`src/rtl/irq_router_pkg.sv`:
```
package irq_router_pkg;

  localparam int VEC_W = 8;

  localparam logic [7:0] OFS_INDEX  = 8'h00;
  localparam logic [7:0] OFS_WINDOW = 8'h10;
  localparam logic [7:0] OFS_ASSERT = 8'h20;
  localparam logic [7:0] OFS_EOI    = 8'h40;

  localparam logic [7:0] IDX_TABLE_BASE = 8'h10;

  typedef struct packed {
    logic             idxWr;
    logic             winWr;
    logic [7:0]       idxVal;
    logic [VEC_W-1:0] winVec;
    logic             winTrig;
    logic             winMask;
    logic [7:0]       winDest;
    logic             assertHit;
    logic [4:0]       assertIrq;
    logic             eoiHit;
    logic [VEC_W-1:0] eoiVec;
  } busStrobes_t;

endpackage

```
`src/rtl/irq_router_ctrl.sv`:
```
module irq_router_ctrl
  import irq_router_pkg::*;
#(
  parameter int NUM_ENTRIES = 24,
  parameter int ADDR_W      = 8
) (
  input  logic              clk,
  input  logic              rstN,
  input  logic              busWr,
  input  logic [ADDR_W-1:0] busAddr,
  input  logic [31:0]       busWdata,
  input  logic              busAllowed,
  output busStrobes_t       strobes
);

  logic irqInRange;
  logic unusedBits;

  assign irqInRange = int'(busWdata[4:0]) < NUM_ENTRIES;
  assign unusedBits = ^{busWdata[23:11], busWdata[9]};

  always_comb begin
    strobes           = '0;
    strobes.idxVal    = busWdata[7:0];
    strobes.winVec    = busWdata[VEC_W-1:0];
    strobes.winTrig   = busWdata[8];
    strobes.winMask   = busWdata[10];
    strobes.winDest   = busWdata[31:24];
    strobes.assertIrq = busWdata[4:0];
    strobes.eoiVec    = busWdata[VEC_W-1:0];
    if (busWr) begin
      strobes.idxWr     = (busAddr == ADDR_W'(OFS_INDEX));
      strobes.winWr     = (busAddr == ADDR_W'(OFS_WINDOW));
      strobes.assertHit = (busAddr == ADDR_W'(OFS_ASSERT)) && busAllowed && irqInRange;
      strobes.eoiHit    = (busAddr == ADDR_W'(OFS_EOI));
    end
  end

  // an assertion strobe only for permitted writers naming a real entry
  p_irq_range_r4: assert property (@(posedge clk) disable iff (!rstN)
    strobes.assertHit |-> (busAllowed && (int'(strobes.assertIrq) < NUM_ENTRIES)));

  // bus write strobes are mutually exclusive
  p_one_strobe_r2: assert property (@(posedge clk) disable iff (!rstN)
    $onehot0({strobes.idxWr, strobes.winWr, strobes.assertHit, strobes.eoiHit}));

endmodule

```
`src/rtl/irq_router_pick.sv`:
```
module irq_router_pick #(
  parameter int NUM_ENTRIES = 24,
  parameter int IDX_W       = 5
) (
  input  logic [NUM_ENTRIES-1:0] eligible,
  output logic                   anyValid,
  output logic [IDX_W-1:0]       pickIdx
);

  always_comb begin
    pickIdx = '0;
    for (int i = NUM_ENTRIES - 1; i >= 0; i--) begin
      if (eligible[i]) pickIdx = IDX_W'(i);
    end
  end

  assign anyValid = |eligible;

endmodule

```
`src/rtl/irq_router_dp.sv`:
```
module irq_router_dp
  import irq_router_pkg::*;
#(
  parameter int          NUM_ENTRIES = 24,
  parameter int          ADDR_W      = 8,
  parameter logic [31:0] ID_VALUE    = 32'h0100_0000,
  parameter logic [7:0]  VER_CODE    = 8'h11
) (
  input  logic                   clk,
  input  logic                   rstN,
  input  busStrobes_t            strobes,
  input  logic [ADDR_W-1:0]      busAddr,
  output logic [31:0]            busRdata,
  input  logic [NUM_ENTRIES-1:0] irqPin,
  output logic                   reqValid,
  output logic [VEC_W-1:0]       reqVector,
  input  logic                   reqAccept
);

  localparam int IDX_W = (NUM_ENTRIES > 1) ? $clog2(NUM_ENTRIES) : 1;
  localparam int WIN_SPAN = 2 * NUM_ENTRIES;
  localparam logic [31:0] VER_VALUE = {8'h00, 8'(NUM_ENTRIES - 1), 8'h00, VER_CODE};

  logic [7:0]       indexReg;
  logic [VEC_W-1:0] vecReg  [NUM_ENTRIES];
  logic [7:0]       destReg [NUM_ENTRIES];
  logic [NUM_ENTRIES-1:0] trigReg, maskReg, inSvcReg, pendReg, pinPrev;

  logic [NUM_ENTRIES-1:0] pendSet, eligible, grantOne, eoiClr, winSel;
  logic [IDX_W-1:0] pickIdx;
  logic             fire;

  logic [7:0]       winOff;
  logic [IDX_W-1:0] winEntry;
  logic             winHigh, winInTable;
  logic [31:0]      winData;

  assign winOff     = indexReg - IDX_TABLE_BASE;
  assign winEntry   = winOff[IDX_W:1];
  assign winHigh    = winOff[0];
  assign winInTable = (indexReg >= IDX_TABLE_BASE) && (int'(winOff) < WIN_SPAN);

  irq_router_pick #(.NUM_ENTRIES(NUM_ENTRIES), .IDX_W(IDX_W)) u_pick (
    .eligible (eligible),
    .anyValid (reqValid),
    .pickIdx  (pickIdx)
  );

  assign reqVector = vecReg[pickIdx];
  assign fire      = reqValid && reqAccept;

  for (genvar gi = 0; gi < NUM_ENTRIES; gi++) begin : g_entry
    logic pinEvent;
    assign pinEvent     = trigReg[gi] ? irqPin[gi] : (irqPin[gi] && !pinPrev[gi]);
    assign pendSet[gi]  = pinEvent || (strobes.assertHit && (strobes.assertIrq == 5'(gi)));
    assign eligible[gi] = pendReg[gi] && !maskReg[gi] && !(trigReg[gi] && inSvcReg[gi]);
    assign grantOne[gi] = fire && (pickIdx == IDX_W'(gi));
    assign eoiClr[gi]   = strobes.eoiHit && (vecReg[gi] == strobes.eoiVec);
    assign winSel[gi]   = strobes.winWr && winInTable && (winEntry == IDX_W'(gi));

    // an assertion write always leaves its entry pending
    p_assert_pend_r11: assert property (@(posedge clk) disable iff (!rstN)
      (strobes.assertHit && (strobes.assertIrq == 5'(gi))) |=> pendReg[gi]);
    // a level delivery marks the entry in service
    p_level_insvc_r8: assert property (@(posedge clk) disable iff (!rstN)
      (grantOne[gi] && trigReg[gi]) |=> inSvcReg[gi]);
    // an edge delivery retires the request unless a new one arrives
    p_edge_clear_r8: assert property (@(posedge clk) disable iff (!rstN)
      (grantOne[gi] && !trigReg[gi] && !pendSet[gi]) |=> !pendReg[gi]);
    // a matching EOI clears the in-service flag
    p_eoi_clear_r6: assert property (@(posedge clk) disable iff (!rstN)
      (eoiClr[gi] && !(grantOne[gi] && trigReg[gi])) |=> !inSvcReg[gi]);
    // masked pending entries hold their request
    p_mask_hold_r9: assert property (@(posedge clk) disable iff (!rstN)
      (maskReg[gi] && pendReg[gi]) |=> pendReg[gi]);
  end

  always_ff @(posedge clk) begin
    if (!rstN) begin
      indexReg <= '0;
      trigReg  <= '0;
      maskReg  <= '1;
      inSvcReg <= '0;
      pendReg  <= '0;
      pinPrev  <= '0;
      for (int i = 0; i < NUM_ENTRIES; i++) begin
        vecReg[i]  <= '0;
        destReg[i] <= '0;
      end
    end else begin
      if (strobes.idxWr) indexReg <= strobes.idxVal;
      pinPrev <= irqPin;
      for (int i = 0; i < NUM_ENTRIES; i++) begin
        if (winSel[i]) begin
          if (winHigh) begin
            destReg[i] <= strobes.winDest;
          end else begin
            vecReg[i]  <= strobes.winVec;
            trigReg[i] <= strobes.winTrig;
            maskReg[i] <= strobes.winMask;
          end
        end
        if (eoiClr[i]) inSvcReg[i] <= 1'b0;
        if (grantOne[i] && trigReg[i]) inSvcReg[i] <= 1'b1;
        if (grantOne[i]) pendReg[i] <= 1'b0;
        if (pendSet[i]) pendReg[i] <= 1'b1;
      end
    end
  end

  always_comb begin
    winData = '0;
    if (indexReg == 8'h00) begin
      winData = ID_VALUE;
    end else if (indexReg == 8'h01) begin
      winData = VER_VALUE;
    end else if (winInTable) begin
      if (winHigh) winData = {destReg[winEntry], 24'h0};
      else winData = {21'h0, maskReg[winEntry], inSvcReg[winEntry],
                      trigReg[winEntry], vecReg[winEntry]};
    end
  end

  always_comb begin
    busRdata = '0;
    if (busAddr == ADDR_W'(OFS_INDEX)) busRdata = {24'h0, indexReg};
    else if (busAddr == ADDR_W'(OFS_WINDOW)) busRdata = winData;
  end

  // the offered entry is pending and unmasked
  p_grant_unmasked_r7: assert property (@(posedge clk) disable iff (!rstN)
    reqValid |-> (pendReg[pickIdx] && !maskReg[pickIdx]));
  // no lower-numbered entry is deliverable
  p_grant_lowest_r7: assert property (@(posedge clk) disable iff (!rstN)
    reqValid |-> ((eligible & ~({NUM_ENTRIES{1'b1}} << pickIdx)) == '0));
  // an in-service level entry is never offered
  p_level_blocked_r8: assert property (@(posedge clk) disable iff (!rstN)
    reqValid |-> !(trigReg[pickIdx] && inSvcReg[pickIdx]));

endmodule

```
`src/rtl/irq_router.sv`:
```
module irq_router
  import irq_router_pkg::*;
#(
  parameter int NUM_ENTRIES = 24,
  parameter int ADDR_W      = 8
) (
  input  logic                   clk,
  input  logic                   rstN,
  input  logic                   busWr,
  input  logic [ADDR_W-1:0]      busAddr,
  input  logic [31:0]            busWdata,
  input  logic                   busAllowed,
  output logic [31:0]            busRdata,
  input  logic [NUM_ENTRIES-1:0] irqPin,
  output logic                   reqValid,
  output logic [VEC_W-1:0]       reqVector,
  input  logic                   reqAccept
);

  busStrobes_t strobes;

  irq_router_ctrl #(.NUM_ENTRIES(NUM_ENTRIES), .ADDR_W(ADDR_W)) u_ctrl (
    .clk        (clk),
    .rstN       (rstN),
    .busWr      (busWr),
    .busAddr    (busAddr),
    .busWdata   (busWdata),
    .busAllowed (busAllowed),
    .strobes    (strobes)
  );

  irq_router_dp #(.NUM_ENTRIES(NUM_ENTRIES), .ADDR_W(ADDR_W)) u_dp (
    .clk       (clk),
    .rstN      (rstN),
    .strobes   (strobes),
    .busAddr   (busAddr),
    .busRdata  (busRdata),
    .irqPin    (irqPin),
    .reqValid  (reqValid),
    .reqVector (reqVector),
    .reqAccept (reqAccept)
  );

endmodule

```
`config.mk`:
```
export PLATFORM = sky130hd
export DESIGN_NAME = irq_router
export DESIGN_NICKNAME = d
export VERILOG_FILES = /design/src/rtl/irq_router_pkg.sv /design/src/rtl/irq_router_ctrl.sv /design/src/rtl/irq_router_pick.sv /design/src/rtl/irq_router_dp.sv /design/src/rtl/irq_router.sv
export SDC_FILE = /design/constraint.sdc
export NUM_CORES = 1
export LEC_CHECK = 0
export ABC_AREA = 1
export BUFFER_PORTS_ARGS = -buffer_cell sky130_fd_sc_hd__buf_2
export CAP_MARGIN = 20
export CORE_ASPECT_RATIO = 2
export CORE_MARGIN = 2
export CORE_UTILIZATION = 45
export DETAILED_ROUTE_END_ITERATION = 12
export PLACE_DENSITY = 0.71
export SLEW_MARGIN = 20
export SYNTH_ARGS = -nofsm -noshare
export SYNTH_HDL_FRONTEND = slang
export SYNTH_SLANG_ARGS = --single-unit
export TNS_END_PERCENT = 20
```
`constraint.sdc`:
```
create_clock -name clk -period 6 [get_ports clk]
set_clock_uncertainty 0.05 [all_clocks]
set_input_delay 0.6 -clock clk [delete_from_list [all_inputs] [get_ports clk]]
set_output_delay 0.6 -clock clk [all_outputs]
set_load 0.02 [all_outputs]
```
==> flow_summary.json <==
{
  "outcome": "finished clean",
  "start_util_pct": 45.6,
  "hold_path_class": "input port to flop",
  "end_kind": "primary output",
  "cts_resized": 0,
  "cts_root_buf": "clkbuf_16",
  "postSynthAreaPerCell_um2": 8.82,
  "cts_tree": "built",
  "clock-sinks": 512,
  "drtAntennaViolNets": 0,
  "cts_made_buffers": 44,
  "clkSlewWorstSetupHoldPaths_ns": 0.07,
  "p_leak_uw": 0.0109,
  "area_delta_synth_final_pct": 9.61,
  "setup_slack_ns": 0.299,
  "layout.cells.non_filler": 3803,
  "worstPathRequired_ns": 5.35,
  "n_antenna_cell": 0,
  "cp_num_cells": 31,
  "port_buffers": 86,
  "hold_viol": 0,
  "finalNetCount": 3076,
  "wl_um": 108000,
  "synth_edf_count": 384,
  "synthFlopType": "edfxtp_1",
  "grt_setup_unrepaired": "false",
  "ctsHtreeMaxLevel": 2,
  "worst-path-buf-inv": 2,
  "fmax_ghz": 0.175,
  "core-area_um2": 58200,
  "min_path_cells": 3,
  "r2r_slack_ns": 0.88,
  "worstSkewPairLatency_ns": 0.60,
  "wl_per_cell_um": 28.3,
  "critPathSlowestCell": "inv_1",
  "die_h_um": 347,
  "power_density_nw_per_um2": 265,
  "fin_crit_sh_pct": 95.0,
  "dr.pass1.iters": 6,
  "grt_max_degree": 89,
  "dpl_worst_slack_ns": 1.24,
  "dr_total_vias": 23500,
  "vias_per_cell": 6.18,
  "grt_pass1_vias": 22800,
  "async_reset_ff_share_pct": 0,
  "grt_pass1_wl_um": 152000,
  "antenna_found_initial": 3,
  "power_uw": 7700,
  "place.detailed.hpwl_um": 75500,
  "crit_fanout": 38,
  "initialDrtViolationCount": 2564,
  "placedCellCount": 3721,
  "remaining_drc_errors": 0,
  "setup_tns_ns": 0,
  "hold_buffers": 0,
  "die-area_um2": 61000,
  "place_congestion": 1.11,
  "drv_slew": 0,
  "syn_inst": 3005,
  "seq_area_frac_synth_pct": 53.1,
  "grt_usage_pct": 34.8,
  "setup.worst_path.class": "flop to primary output",
  "die_w_um": 176,
  "max-slew-margin-rel_pct": 18.2,
  "critPathTopFamily": "simple AND/OR/NAND/NOR gates",
  "cp-start-kind": "flop",
  "drive_above_1_share_pct": 8.06,
  "rows": 125,
  "overflow": 0,
  "period_minus_slack_ns": 5.70,
  "max_stage_delay_ns": 0.89,
  "reg2regPathDepth": 9,
  "postCtsSetupRepairBufs": 0,
  "ys_ff_latch": 512,
  "worst_slew_pin_slew_ns": 1.22,
  "peakVddDrop_v": 0.000278,
  "syn-cell-area_um2": 26500,
  "synth_cell_types": 52,
  "ys_warn_count": 0,
  "ios": 110,
  "worst_ep_arrival_time_ns": 5.05,
  "cap_violations": 0,
  "path_common_cell": "nand2_1",
  "setup_viol": 0,
  "cts_buffer_depth": 3
}
-- cell usage after synthesis, types with 3 or more instances --
library cell  instances  area [um^2]
buf_6                 8         90.1
clkinv_1             18         67.6
buf_2                 9         45.0
nor2_2                4         25.0
xor2_1               33          289
nand2_1             718         2700
a22oi_1             166         1250
nand3_1             158          791
nand4_1              78          488
o31ai_1              25          188
inv_1               161          604
nor4_1               14         87.6
nor2_1              381         1430
o2111ai_1            10         87.6
nor4_2                3         37.5
o211ai_1             11         82.6
buf_4                17          128
o21ai_0              56          280
a211oi_1              3         22.5
buf_1                30          113
dfxtp_1             128         2560
nand3b_1              4         30.0
nor3_1               41          205
clkbuf_1            123          462
a21oi_1             142          711
xnor2_1             161         1410
edfxtp_1            384        11500
o41ai_1               3         26.3
a221oi_1              8         70.1
o21ai_1              10         50.1
or2_2                 4         25.0
o22ai_1              23          144
a31oi_1              31          194
inv_2                12         45.0
nand2_2               3         18.8
-- state kept, by name (all words and copies together) (netlist names) --
| register | count |
|---|---|
| u_dp.destReg | 192 |
| u_dp.inSvcReg | 24 |
| u_dp.indexReg | 8 |
| u_dp.maskReg | 24 |
| u_dp.pendReg | 24 |
| u_dp.pinPrev | 24 |
| u_dp.trigReg | 24 |
| u_dp.vecReg | 192 |
-- final cells by class --
class                   instances  area [um^2]
fillers                      5520        29100
flip-flops and latches        512        14100
multi-input cells            2123        10900
clock buffers                  53         1180
well taps                     762          953
repair buffers                133          823
inverters                     191          719
clock inverters                29          364
-- where the power goes --
group          switching (uW)  internal (uW)  total, uW  leakage [uW]
sequential               98.7           3940       4040       0.00495
clock                    1390           1720       3110      0.000750
combinational             388            157        546       0.00522
total                    1880           5820       7700        0.0109
-- tightest hold or removal path: cells and delay by family --
kind,cells,cell delay [ns]
buffers and inverters,2,0.13
and+or+nand+nor,1,0.05
-- logic make-up (layout without fill, tap and decap cells) --
kind of cell	after synthesis	after routing	synth area share, %
flip-flops	512	512	53.1
adder cells (fa/ha/maj)	2	2	0.0944
buffers and inverters	378	406	5.86
other	1	9	0.0141
XOR/XNOR	194	194	6.41
AO/OA/AOI/OAI	503	503	12.2
AND/OR/NAND/NOR	1415	1415	22.3
-- through the flow --
step	util, %	hold WS [ns]	cell area [um^2]
2_1_floorplan	-	0.389	26500
3_3_place_gp	47.3	0.421	27500
3_5_place_dp	47.3	0.426	27500
4_1_cts	50.0	0.135	29100
5_1_grt	50.0	0.168	29100
6_report	50.0	0.152	29100
-- final timing paths --
| kind | end | from |
|---|---|---|
| worst max-delay path | reqVector[6] | u_dp.pendReg[22] |
| worst min-delay path | u_dp.pinPrev[3] | irqPin[3] |
| worst max register to register | u_dp.vecReg[6][0] | u_dp.indexReg[4] |
| worst min register to register | u_dp.pendReg[17] | u_dp.pinPrev[17] |
-- cells in the final DEF (no fill, tap or decap), types with 7 or more instances in the layout --
cell type | Yosys | layout
a21oi_1 | 142 | 142
a221oi_1 | 8 | 8
a22oi_1 | 166 | 166
a31oi_1 | 31 | 31
buf_2 | 9 | 85
buf_4 | 17 | 45
bufinv_16 | 0 | 7
clkbuf_1 | 123 | 7
clkbuf_16 | 0 | 46
clkinv_1 | 18 | 21
clkinv_2 | 0 | 12
conb_1 | 1 | 9
dfxtp_1 | 128 | 128
edfxtp_1 | 384 | 384
inv_1 | 161 | 159
inv_2 | 12 | 13
nand2_1 | 718 | 718
nand3_1 | 158 | 157
nand4_1 | 78 | 78
nor2_1 | 381 | 379
nor3_1 | 41 | 40
nor4_1 | 14 | 14
o2111ai_1 | 10 | 10
o211ai_1 | 11 | 11
o21ai_0 | 56 | 55
o21ai_1 | 10 | 11
o22ai_1 | 23 | 23
o31ai_1 | 25 | 23
xnor2_1 | 161 | 161
xor2_1 | 33 | 33
-- layer usage --
layer	routed length [um]	vias up	track usage (%)
met5	39	-	0
met4	13400	6	34.3
met3	9200	537	7.10
met2	53400	1484	61.0
met1	31700	11100	32.9
li1	-	10300	-
(Power assumes the default switching activity.)
